File: src/rtl/wd_pkg.sv
package wd_pkg;

    typedef enum logic {
        WD_STOPPED = 1'b0,
        WD_RUNNING = 1'b1
    } wd_state_e;

    typedef enum logic {
        FLAG_CLEAR = 1'b0,
        FLAG_HELD  = 1'b1
    } flag_state_e;

    localparam int FLAG_BIT  = 6;
    localparam int REG_ADR_W = 2;
    localparam int REG_DAT_W = 8;

    localparam logic [REG_ADR_W-1:0] ADDR_IE0    = 2'd0;
    localparam logic [REG_ADR_W-1:0] ADDR_IE1    = 2'd1;
    localparam logic [REG_ADR_W-1:0] ADDR_REL_LO = 2'd2;

endpackage

File: src/rtl/wd_flag_timer.sv
module wd_flag_timer #(
    parameter int HOLD = 12
) (
    input  logic clk,
    input  logic rst,
    input  logic set_i,
    input  logic cut_i,
    output logic flag_o
);
    import wd_pkg::*;

    localparam int AGE_W = (HOLD > 1) ? $clog2(HOLD) : 1;
    localparam logic [AGE_W-1:0] AGE_LAST = AGE_W'(HOLD - 1);

    flag_state_e      state_q, state_n;
    logic [AGE_W-1:0] age_q;

    // next-state logic
    always_comb begin
        state_n = state_q;
        unique case (state_q)
            FLAG_CLEAR: begin
                if (set_i) state_n = FLAG_HELD;
            end
            FLAG_HELD: begin
                if (set_i)
                    state_n = FLAG_HELD;
                else if (cut_i || age_q == AGE_LAST)
                    state_n = FLAG_CLEAR;
            end
            default: state_n = FLAG_CLEAR;
        endcase
    end

    // state register
    always_ff @(posedge clk) begin
        if (rst) state_q <= FLAG_CLEAR;
        else     state_q <= state_n;
    end

    // age counter: restarts on every write of 1
    always_ff @(posedge clk) begin
        if (rst)
            age_q <= '0;
        else if (set_i)
            age_q <= '0;
        else if (state_q == FLAG_HELD && state_n == FLAG_HELD)
            age_q <= age_q + 1'b1;
        else if (state_n == FLAG_CLEAR)
            age_q <= '0;
    end

    // outputs
    always_comb begin
        flag_o = (state_q == FLAG_HELD);
    end

endmodule

File: src/rtl/wd_regfile.sv
module wd_regfile #(
    parameter int CNT_W = 16
) (
    input  logic                           clk,
    input  logic                           rst,
    input  logic                           wr_en,
    input  logic [wd_pkg::REG_ADR_W-1:0]   wr_addr,
    input  logic [wd_pkg::REG_DAT_W-1:0]   wr_data,
    input  logic [wd_pkg::REG_ADR_W-1:0]   rd_addr,
    input  logic                           arm_flag,
    input  logic                           start_flag,
    output logic [CNT_W-1:0]               reload_o,
    output logic [wd_pkg::REG_DAT_W-1:0]   rd_data
);
    import wd_pkg::*;

    localparam int REL_BYTES = CNT_W / REG_DAT_W;
    localparam logic [REG_DAT_W-1:0] PLAIN_MASK = ~(REG_DAT_W'(1) << FLAG_BIT);

    logic [REG_DAT_W-1:0] ie0_q, ie1_q;

    // plain storage bits of the two interrupt-enable registers
    always_ff @(posedge clk) begin
        if (rst) begin
            ie0_q <= '0;
            ie1_q <= '0;
        end else if (wr_en) begin
            if (wr_addr == ADDR_IE0) ie0_q <= wr_data & PLAIN_MASK;
            if (wr_addr == ADDR_IE1) ie1_q <= wr_data & PLAIN_MASK;
        end
    end

    // reload register, one byte lane per address
    for (genvar b = 0; b < REL_BYTES; b++) begin : g_rel
        localparam logic [REG_ADR_W-1:0] LANE_ADDR = REG_ADR_W'(int'(ADDR_REL_LO) + b);
        logic [REG_DAT_W-1:0] lane_q;
        always_ff @(posedge clk) begin
            if (rst)
                lane_q <= '0;
            else if (wr_en && wr_addr == LANE_ADDR)
                lane_q <= wr_data;
        end
        assign reload_o[b*REG_DAT_W +: REG_DAT_W] = lane_q;
    end

    // combinational read mux
    always_comb begin
        rd_data = '0;
        if (rd_addr == ADDR_IE0) begin
            rd_data = ie0_q;
            rd_data[FLAG_BIT] = arm_flag;
        end else if (rd_addr == ADDR_IE1) begin
            rd_data = ie1_q;
            rd_data[FLAG_BIT] = start_flag;
        end else begin
            for (int b = 0; b < REL_BYTES; b++) begin
                if (rd_addr == REG_ADR_W'(int'(ADDR_REL_LO) + b))
                    rd_data = reload_o[b*REG_DAT_W +: REG_DAT_W];
            end
        end
    end

endmodule

File: src/rtl/wd_core.sv
module wd_core #(
    parameter int CNT_W = 16
) (
    input  logic             clk,
    input  logic             rst,
    input  logic             tick_i,
    input  logic             kick_i,
    input  logic             start_i,
    input  logic [CNT_W-1:0] reload_i,
    output logic             running_o,
    output logic             reset_req_o
);
    import wd_pkg::*;

    localparam logic [CNT_W-1:0] CNT_TOP = '1;

    wd_state_e        state_q, state_n;
    logic [CNT_W-1:0] cnt_q;
    logic             load_now, expire;

    // events: a refresh, or a start of a stopped counter, loads it
    always_comb begin
        load_now = kick_i || (start_i && state_q == WD_STOPPED);
        expire   = (state_q == WD_RUNNING) && tick_i && (cnt_q == CNT_TOP) && !load_now;
    end

    // next-state logic
    always_comb begin
        state_n = state_q;
        unique case (state_q)
            WD_STOPPED: if (start_i) state_n = WD_RUNNING;
            WD_RUNNING: state_n = WD_RUNNING;
            default:    state_n = WD_STOPPED;
        endcase
    end

    // state register
    always_ff @(posedge clk) begin
        if (rst) state_q <= WD_STOPPED;
        else     state_q <= state_n;
    end

    // counter
    always_ff @(posedge clk) begin
        if (rst)
            cnt_q <= '0;
        else if (load_now || expire)
            cnt_q <= reload_i;
        else if (state_q == WD_RUNNING && tick_i)
            cnt_q <= cnt_q + 1'b1;
    end

    // outputs
    always_ff @(posedge clk) begin
        if (rst) reset_req_o <= 1'b0;
        else     reset_req_o <= expire;
    end

    assign running_o = (state_q == WD_RUNNING);

endmodule

File: src/rtl/two_step_watchdog.sv
module two_step_watchdog #(
    parameter int CNT_W       = 16,
    parameter int HOLD_CYCLES = 12
) (
    input  logic       clk,
    input  logic       rst,
    input  logic       tick_en,
    input  logic       wr_en,
    input  logic [1:0] wr_addr,
    input  logic [7:0] wr_data,
    input  logic [1:0] rd_addr,
    output logic [7:0] rd_data,
    output logic       reset_req,
    output logic       flag_arm,
    output logic       flag_start
);
    import wd_pkg::*;

    logic             arm_set, start_set, kick;
    logic             wd_running;
    logic [CNT_W-1:0] reload_val;

    // write decode for the two flag bits
    always_comb begin
        arm_set   = wr_en && (wr_addr == ADDR_IE0) && wr_data[FLAG_BIT];
        start_set = wr_en && (wr_addr == ADDR_IE1) && wr_data[FLAG_BIT];
        kick      = start_set && flag_arm;
    end

    wd_flag_timer #(.HOLD(HOLD_CYCLES)) u_arm (
        .clk    (clk),
        .rst    (rst),
        .set_i  (arm_set),
        .cut_i  (kick),
        .flag_o (flag_arm)
    );

    wd_flag_timer #(.HOLD(HOLD_CYCLES)) u_start (
        .clk    (clk),
        .rst    (rst),
        .set_i  (start_set),
        .cut_i  (1'b0),
        .flag_o (flag_start)
    );

    wd_regfile #(.CNT_W(CNT_W)) u_regs (
        .clk        (clk),
        .rst        (rst),
        .wr_en      (wr_en),
        .wr_addr    (wr_addr),
        .wr_data    (wr_data),
        .rd_addr    (rd_addr),
        .arm_flag   (flag_arm),
        .start_flag (flag_start),
        .reload_o   (reload_val),
        .rd_data    (rd_data)
    );

    wd_core #(.CNT_W(CNT_W)) u_core (
        .clk         (clk),
        .rst         (rst),
        .tick_i      (tick_en),
        .kick_i      (kick),
        .start_i     (start_set),
        .reload_i    (reload_val),
        .running_o   (wd_running),
        .reset_req_o (reset_req)
    );

endmodule

File: config.mk
export PLATFORM = sky130hd
export DESIGN_NAME = two_step_watchdog
export DESIGN_NICKNAME = d
export VERILOG_FILES = /design/src/rtl/wd_pkg.sv /design/src/rtl/wd_flag_timer.sv /design/src/rtl/wd_regfile.sv /design/src/rtl/wd_core.sv /design/src/rtl/two_step_watchdog.sv
export SDC_FILE = /design/constraint.sdc
export NUM_CORES = 1
export LEC_CHECK = 0
export BUFFER_PORTS_ARGS = -buffer_cell sky130_fd_sc_hd__buf_2
export CAP_MARGIN = 15
export CORE_MARGIN = 2
export CORE_UTILIZATION = 42
export DETAILED_ROUTE_END_ITERATION = 12
export GPL_TIMING_DRIVEN = 0
export PLACE_DENSITY_LB_ADDON = 0.1
export RECOVER_POWER = 50
export SLEW_MARGIN = 40
export SYNTH_ARGS = -nofsm -noshare
export SYNTH_HDL_FRONTEND = slang
export SYNTH_SLANG_ARGS = --single-unit
File: constraint.sdc
create_clock -name clk -period 2.2 [get_ports clk]
set_input_delay 0.44 -clock clk [delete_from_list [all_inputs] [get_ports clk]]
set_output_delay 0.44 -clock clk [all_outputs]
set_load 0.005 [all_outputs]
==> results.json, run 1 <==
{
  "layout.nets": 350,
  "power_density_nw_per_um2": 730.9,
  "worstHoldStart": "wr_data[3]",
  "layout_common_cells": "dfxtp_1 (58), nor2_1 (43), mux2i_1 (28)",
  "avgSynthCellArea_um2": 9.630,
  "grt_most_used_layer": "met2",
  "initial_core_util_pct": 42.81,
  "tightestPinTransition_ns": 0.7473,
  "synth_area_leaders": "dfxtp_1 (41%), mux2i_1 (9.8%), mux4_2 (6.3%)",
  "slew-limit-headroom_pct": 50.18,
  "dp_slack_ns": 0.1079,
  "ys_warn_count": 0,
  "synth.top_cell.area_share_pct": 40.59,
  "syn2layout_area_growth_pct": 15.27,
  "synth_cell_types": 47,
  "clock_latency_ns": 0.35,
  "min_to": "u_regs.ie1_q[3]",
  "cts_tree": "built",
  "power_leakage_nw": 1.264,
  "fp.coreArea_um2": 6681,
  "slew_violations": 0,
  "place_congestion": 0.7725,
  "row_count": 30,
  "endpoint_kind": "output pin",
  "r2r_end": "u_core.cnt_q[8]",
  "post-route-util_pct": 49.34,
  "crit_path_start_kind": "primary input",
  "grt_pass1_vias": 2124,
  "syn_inst": 297,
  "timing.final.ws_setup_ns": 0.3234,
  "cp_max_fo": 8,
  "hold_viol": 0,
  "vias_per_cell": 5.428,
  "crit-reg2reg-launch": "u_core.cnt_q[0]",
  "clkSinkCount": 58,
  "dieHeight_um": 86.53,
  "arrival_ns": 1.44,
  "io_buffers": 23,
  "drt-total-wl_um": 6888,
  "dpl.hpwl_um": 4773,
  "grt_pass1_wl_um": 11230,
  "critPathKind": "in2out",
  "rsz0062_at_grt": "no",
  "status": "complete, no violations",
  "grt_max_degree": 13,
  "met3_usage_pct": 4.000,
  "worst_r2r_path_depth": 5,
  "min_period_ns": 1.877,
  "drive_gt1_share_pct": 20.24,
  "final_common_cell": "dfxtp_1",
  "async_reset_ff_share_pct": 0,
  "synth_top_cell_by_area": "dfxtp_1",
  "crit_required_ns": 1.76,
  "post_cts_buffers": 0,
  "hold_class": "in2reg",
  "die-area_um2": 7487,
  "ant_nets": 0,
  "fin_crit_sh_pct": 85.30,
  "cts_max_level": 3,
  "syn_nets": 316,
  "antenna_found_initial": 0,
  "drt_pass1_iterations": 4,
  "syn-cell-area_um2": 2860,
  "ctsResizeCount": 0,
  "avgRoutedWirePerCell_um": 16.56,
  "synth_seq_cells": 58,
  "clkTransAtPathRegs_ns": 0.08,
  "grt-ovfl-total": 0,
  "synth_ff_type": "dfxtp_1",
  "drtIter0Drc": 115,
  "io_pins": 27,
  "cts_buffers": 9,
  "skew_ns": 0.007005,
  "grtUsageTotal_pct": 20.00,
  "irDropWorstVdd_v": 0.0004939,
  "fmax_mhz": 532.9,
  "cts_root_buffer": "clkbuf_8",
  "r2r_slack_ns": 0.41,
  "setup_viol": 0,
  "drc": 0,
  "use_met2_pct": 31.54,
  "synth_edf_count": 0,
  "die_x_um": 86.53,
  "antenna_cells": 0,
  "setup_tns_ns": 0,
  "synth_sequential_area_ratio_pct": 40.59,
  "vias": 2258,
  "holdPathStages": 3,
  "grt.met1_usage_pct": 26.75,
  "ctsHoldBuffers": 0,
  "clock_path_buffers": 2,
  "cap_viol_max_count": 0
}
-- power by group --
part           internal [W]  switching (W)  total [W]
clock              0.000647       0.000481    0.00113
sequential          0.00108      0.0000293    0.00111
combinational     0.0000754      0.0000977   0.000173
-- worst max-delay path: stages --
cell and delay, ns:
buf_1 0.44, mux4_2 0.41, buf_2 0.14
-- layout make-up --
type / count / area, um^2
Tap cell: 80 / 100.1
Inverter: 8 / 30.03
Clock inverter: 7 / 101.3
Buffer: 19 / 88.84
Sequential cell: 58 / 1161
Timing Repair Buffer: 23 / 111.4
Clock buffer: 9 / 123.9
Fill cell: 643 / 3385
Multi-Input combinational cell: 212 / 1580
-- metrics by stage --
stage	instances	area (um^2)	total power, W	hold slack, ns
2_1_floorplan	297	2860	0.001241	0.4176
3_3_place_gp	400	3075	0.001305	0.4342
3_5_place_dp	400	3075	0.001307	0.4418
4_1_cts	416	3301	0.002437	0.3590
5_1_grt	416	3297	0.002505	0.3677
6_report	416	3297	0.002410	0.3676
-- kinds of logic (layout without fill, tap and decap cells) --
logic type / count (synthesis) / in the layout / share of synthesized area (%)
adder cells (fa/ha/maj): 3 / 3 / 1.312
AND/OR/NAND/NOR: 123 / 123 / 23.62
XOR/XNOR: 13 / 13 / 3.981
AO/OA/AOI/OAI: 36 / 36 / 9.843
flip-flops: 58 / 58 / 40.59
multiplexers: 37 / 37 / 16.49
buffers and inverters: 27 / 66 / 4.156
-- state kept, by name, indices dropped and copies added (netlist names), 4 cells and up --
| name | count |
|---|---|
| u_regs.ie0_q | 7 |
| u_regs.ie1_q | 7 |
| u_arm.age_q | 4 |
| u_core.cnt_q | 16 |
| u_regs.g_rel.lane_q | 16 |
| u_start.age_q | 4 |
-- synth_stat cells, types with 2 or more instances --
| cell | n |
|---|---|
| a2111oi_1 | 3 |
| a2111oi_2 | 2 |
| a21oi_1 | 11 |
| a221oi_2 | 3 |
| and2_1 | 2 |
| and4_1 | 2 |
| buf_1 | 3 |
| buf_2 | 5 |
| clkbuf_1 | 9 |
| dfxtp_1 | 58 |
| ha_1 | 3 |
| inv_1 | 8 |
| mux2i_1 | 28 |
| mux4_2 | 8 |
| nand2_1 | 21 |
| nand3_1 | 15 |
| nand3b_1 | 3 |
| nand4_1 | 2 |
| nand4_4 | 2 |
| nor2_1 | 43 |
| nor2b_1 | 2 |
| nor3_1 | 7 |
| nor3_2 | 2 |
| nor4_1 | 4 |
| nor4_2 | 5 |
| nor4b_1 | 2 |
| o21a_1 | 3 |
| o21ai_0 | 5 |
| o221ai_1 | 3 |
| or3_1 | 5 |
| xnor2_1 | 9 |
| xor2_1 | 4 |
-- worst max path at each step --
stage,depth (start not counted),startpoint,end,slack [ns]
after floorplan,2,rd_addr[0],rd_data[0],0.56
after global placement,5,wr_addr[0],u_regs.g_rel[1].lane_q[3],0.16
after detailed placement,5,wr_addr[0],u_regs.g_rel[1].lane_q[3],0.11
after CTS,3,rd_addr[1],rd_data[7],0.30
after global routing,5,u_core.cnt_q[0],u_core.cnt_q[8],0.24
final,3,rd_addr[1],rd_data[6],0.32
-- routing by layer --
layer  wire length (um)  share of wire (%)  up-vias
li1                   -                  -     1145
met1               3434                 50     1074
met2               3163                 46       28
met3                203                2.9       11
met4                 86                1.2        0
met5                  0                  0        -
No activity file was read; power rests on OpenSTA's default activity.
==> run 2: changes to the inputs <==
--- a/config.mk
+++ b/config.mk
@@ -8,7 +8,7 @@
 export BUFFER_PORTS_ARGS = -buffer_cell sky130_fd_sc_hd__buf_2
 export CAP_MARGIN = 15
 export CORE_MARGIN = 2
-export CORE_UTILIZATION = 42
+export CORE_UTILIZATION = 30
 export DETAILED_ROUTE_END_ITERATION = 12
 export GPL_TIMING_DRIVEN = 0
 export PLACE_DENSITY_LB_ADDON = 0.1
==> run 2 against run 1 <==
Effect of this change: final cell count increased by 12%; fmax is 1.5% lower; sequential share of layout area decreased by 0.44 points; register-to-register slack got worse by 0.11 ns; setup slack got worse by 0.028 ns; combinational power hardly changed; count of clock-buffer cells in the layout is the same.
==> results.json, run 2 (same netlist as run 1, synthesis figures left out) <==
{
  "power_leakage_nw": 1.257,
  "drt_pass1_iterations": 4,
  "ctsResizeCount": 0,
  "io_pins": 27,
  "drc": 0,
  "crit_path_start_kind": "register",
  "drt-total-wl_um": 7329,
  "ctsHoldBuffers": 0,
  "dpl.hpwl_um": 5221,
  "vias_per_cell": 4.811,
  "setup_tns_ns": 0,
  "multi_input_area_um2": 1569,
  "syn2layout_area_growth_pct": 16.71,
  "die_x_um": 101.6,
  "rsz0062_at_grt": "no",
  "ant_nets": 0,
  "grt-ovfl-total": 0,
  "grt_pass1_vias": 2182,
  "reg_top3": "u_core.cnt_q (16), u_regs.g_rel.lane_q (16)",
  "fillers": 983,
  "crit_required_ns": 2.42,
  "vias": 2237,
  "grt_pass1_wl_um": 11920,
  "io_buffers": 23,
  "die-area_um2": 10330,
  "path_cells": "ha_1 > nand3_1 > clkbuf_1 > nor4_1 > a2111oi_1",
  "layout.nets": 350,
  "fp.coreArea_um2": 9240,
  "clkTransAtPathRegs_ns": 0.07,
  "clkSinkCount": 58,
  "cts_root_buffer": "clkbuf_8",
  "layout_common_cells": "dfxtp_1 (58), nor2_1 (43), mux2i_1 (28)",
  "dieHeight_um": 101.6,
  "grtUsageTotal_pct": 15.43,
  "place_congestion": 0.7567,
  "slew-limit-headroom_pct": 47.48,
  "post_cts_buffers": 0,
  "setup_viol": 0,
  "use_met2_pct": 24.80,
  "slew_violations": 0,
  "skew_ns": 0.006604,
  "fmax_mhz": 525.0,
  "fin_crit_sh_pct": 86.59,
  "grt_most_used_layer": "met2",
  "row_count": 35,
  "clock_latency_ns": 0.34,
  "cts_buffers": 9,
  "irDropWorstVdd_v": 0.0003101,
  "cp_max_fo": 10,
  "drtIter0Drc": 96,
  "clock_path_buffers": 2,
  "tightestPinTransition_ns": 0.7878,
  "antenna_found_initial": 0,
  "grt_max_degree": 12,
  "hold_class": "in2reg",
  "status": "complete, no violations",
  "grt.met1_usage_pct": 20.65,
  "crit_path_top_delay_cell": "clkbuf_1",
  "avgRoutedWirePerCell_um": 15.76,
  "arrival_ns": 2.13,
  "path_delay_family": "buffers and inverters",
  "path_buf_inv": 1,
  "cap_viol_max_count": 0,
  "min_period_ns": 1.905,
  "drive_gt1_share_pct": 19.35,
  "max_stage_delay_ns": 0.46,
  "final_common_cell": "dfxtp_1",
  "hold_viol": 0,
  "seqCellArea_um2": 1161,
  "met3_usage_pct": 3.244,
  "critPathKind": "reg2reg",
  "placed_area_um2": 3137,
  "antenna_cells": 0,
  "power_density_nw_per_um2": 710.5,
  "cts_max_level": 3,
  "finalInstanceArea_um2": 3338,
  "cts_tree": "built",
  "endpoint_kind": "register",
  "initial_core_util_pct": 30.95
}
[run 2: cell count changes in the layout (fill, tap and decap cells not counted), sizes merged]
cell,previous run,this run
inv,10,8
clkbuf,23,25
clkinv,1,3
buf,28,26
[run 2: cell type report]
type,instances,share of cell area [%]
plain buffers,19,2.661
clock buffers,9,3.711
clock inverters,7,2.811
inverters,8,0.8996
multi-input cells,212,47.00
flip-flops and latches,58,34.78
well taps,129,4.835
repair buffers,23,3.298
[run 2: worst paths after layout]
check                        start          endpoint  slack [ns]  cells past startpoint
setup / recovery   u_core.cnt_q[0]   u_core.cnt_q[9]        0.30                      5
hold / removal          wr_data[2]   u_regs.ie1_q[2]        0.38                      3
setup reg to reg   u_core.cnt_q[0]   u_core.cnt_q[9]        0.30                      5
hold reg to reg   u_start.age_q[0]  u_start.age_q[0]        0.45                      1
[run 2: worst min-delay path, delay by kind of cell]
kind | cells | cell delay (ns)
simple gates | 1 | 0.06
buf+inv | 1 | 0.12
compound gates | 1 | 0.05
[run 2: where the power goes]
part           total (W)  internal (W)  switching, W
Sequential       0.00111       0.00108     0.0000286
Clock            0.00109      0.000635      0.000454
Combinational   0.000174     0.0000749     0.0000993
[run 2: routing by layer]
| metal | vias to the layer above | part of all wire [%] |
|---|---|---|
| li1 | 1139 | - |
| met1 | 1059 | 49 |
| met2 | 31 | 48 |
| met3 | 8 | 2.7 |
| met4 | 0 | 1.1 |
| met5 | - | 0 |
[run 2: through the flow]
step / hold WS (ns) / util [%] / std cells / setup slack [ns] / total power, W
finish: 0.3799 / 36.13 / 465 / 0.2951 / 0.002372
global route: 0.3767 / 36.13 / 465 / 0.1211 / 0.002484
CTS: 0.3682 / 36.30 / 465 / 0.2934 / 0.002409
global placement: 0.4341 / 33.95 / 449 / 0.1006 / 0.001311
detailed placement: 0.4391 / 33.95 / 449 / 0.06614 / 0.001312
floorplan: 0.4176 / - / 297 / 0.5599 / 0.001241
==> run 3: changes to the inputs <==
--- a/config.mk
+++ b/config.mk
@@ -8,7 +8,7 @@
 export BUFFER_PORTS_ARGS = -buffer_cell sky130_fd_sc_hd__buf_2
 export CAP_MARGIN = 15
 export CORE_MARGIN = 2
-export CORE_UTILIZATION = 30
+export CORE_UTILIZATION = 45
 export DETAILED_ROUTE_END_ITERATION = 12
 export GPL_TIMING_DRIVEN = 0
 export PLACE_DENSITY_LB_ADDON = 0.1
==> run 3 against run 2 <==
Effect of this change: setup slack worse by 0.020 ns; clock power up 6%; hold slack better by 0.012 ns; critical endpoint is now u_regs.ie0_q[5]; fmax down 1.0%; largest cell class unchanged.
==> results.json, run 3 (same netlist as run 1, synthesis figures left out) <==
{
  "status": "complete, no violations",
  "min_period_ns": 1.925,
  "cap_viol_max_count": 0,
  "clock_latency_ns": 0.33,
  "hold_viol": 0,
  "avgRoutedWirePerCell_um": 16.14,
  "max_stage_delay_ns": 0.49,
  "ant_nets": 0,
  "die-area_um2": 7010,
  "dpl.hpwl_um": 4680,
  "fp.coreArea_um2": 6241,
  "arrival_ns": 2.12,
  "io_pins": 27,
  "path_cells": "clkbuf_1 > nor2b_1 > clkbuf_1 > nor2b_1 > clkbuf_1 > mux2i_1 > nor2_1",
  "power_leakage_nw": 1.272,
  "slew_violations": 0,
  "endpoint_kind": "register",
  "fmax_mhz": 519.6,
  "dp_slack_ns": 0.1853,
  "layout_common_cells": "dfxtp_1 (58), nor2_1 (43), mux2i_1 (28)",
  "grt_pass1_vias": 2234,
  "tightestPinTransition_ns": 0.7981,
  "timing.final.ws_setup_ns": 0.2755,
  "setup_viol": 0,
  "grt_pass1_wl_um": 11090,
  "drc": 0,
  "dieHeight_um": 83.73,
  "path_common_cell": "clkbuf_1",
  "row_count": 29,
  "setup_tns_ns": 0,
  "cts_tree": "built",
  "cts_buffers": 9,
  "rsz0062_at_grt": "no",
  "grt-ovfl-total": 0,
  "reg_top3": "u_core.cnt_q (16), u_regs.g_rel.lane_q (16)",
  "hold_class": "in2reg",
  "fin_crit_sh_pct": 87.48,
  "drtIter0Drc": 82,
  "drt-total-wl_um": 6666,
  "startpoint": "wr_en",
  "cp_max_fo": 10,
  "clock_path_buffers": 2,
  "drive_gt1_share_pct": 19.64,
  "cts_max_level": 3,
  "crit_path_start_kind": "primary input",
  "final_common_cell": "dfxtp_1",
  "grtUsageTotal_pct": 20.27,
  "irDropWorstVdd_v": 0.0004469,
  "syn2layout_area_growth_pct": 15.35,
  "grt_max_degree": 11,
  "place_congestion": 0.7899,
  "layout.nets": 350,
  "die_x_um": 83.73,
  "initial_core_util_pct": 45.83,
  "cts_root_buffer": "clkbuf_8",
  "post_cts_buffers": 0,
  "clkSinkCount": 58,
  "antenna_found_initial": 0,
  "path_delay_family": "buffers and inverters",
  "power.total_w": 0.002429,
  "critPathKind": "in2reg",
  "io_buffers": 23,
  "vias": 2239,
  "worstHoldStart": "wr_data[2]",
  "drt_pass1_iterations": 4,
  "crit_required_ns": 2.39,
  "slew-limit-headroom_pct": 46.80,
  "vias_per_cell": 5.421,
  "path_buf_inv": 3,
  "crit-reg2reg-launch": "u_core.cnt_q[6]",
  "power_density_nw_per_um2": 736.3,
  "skew_ns": 0.007710,
  "clkTransAtPathRegs_ns": 0.07,
  "ctsResizeCount": 0,
  "antenna_cells": 0,
  "crit_path_top_delay_cell": "clkbuf_1",
  "ctsHoldBuffers": 0
}
## run 3: cell count changes in the layout (fill, tap and decap cells not counted)
cell / before / now
nand3_1: 16 / 15
nor3_1: 7 / 8
clkinvlp_4: 2 / 1
nor3_2: 2 / 1
clkbuf_8: 9 / 12
clkbuf_2: 1 / 0
nand3_2: 0 / 1
a221oi_2: 2 / 3
clkinv_4: 1 / 0
buf_2: 23 / 24
clkinv_2: 2 / 1
a221oi_1: 1 / 0
## run 3: metal layers
layer	track usage, %	part of all wire (%)
met5	0	0
met2	31.93	47
met1	26.30	49
met4	10.56	1.4
met3	4.055	3.1
## run 3: path summary, 6_finish.rpt
path                 endpoint  slack (ns)  cells past startpoint
max           u_regs.ie0_q[5]        0.28                      7
min           u_regs.ie1_q[2]        0.39                      3
max reg2reg  u_core.cnt_q[10]        0.38                      4
min reg2reg    u_arm.age_q[0]        0.45                      1
## run 3: cell type report
type	count	area (um^2)
clock inverter	4	72.57
fill	617	2942
multi-input combinational	212	1575
clock buffer	12	165.2
timing repair buffer	23	111.4
buffer	19	87.58
sequential	58	1161
tap	77	96.34
inverter	8	30.03
## run 3: power breakdown
group | leakage, nW | switching, W | internal [W]
clock | 0.119 | 0.000418 | 0.000729
sequential | 0.471 | 0.0000289 | 0.00108
combinational | 0.683 | 0.0000975 | 0.0000753
## run 3: through the flow
step	area, um^2	utilization, %	hold slack, ns	std cells
2_1_floorplan	2860	-	0.4176	297
3_3_place_gp	3072	49.22	0.4346	397
3_5_place_dp	3072	49.22	0.4393	397
4_1_cts	3309	53.03	0.3705	413
5_1_grt	3299	52.87	0.3922	413
6_report	3299	52.87	0.3918	413
## run 3: tightest hold or removal path, delay by kind of cell
family	cells	cell delay [ns]
compound gates	1	0.05
simple gates	1	0.06
buf+inv	1	0.12
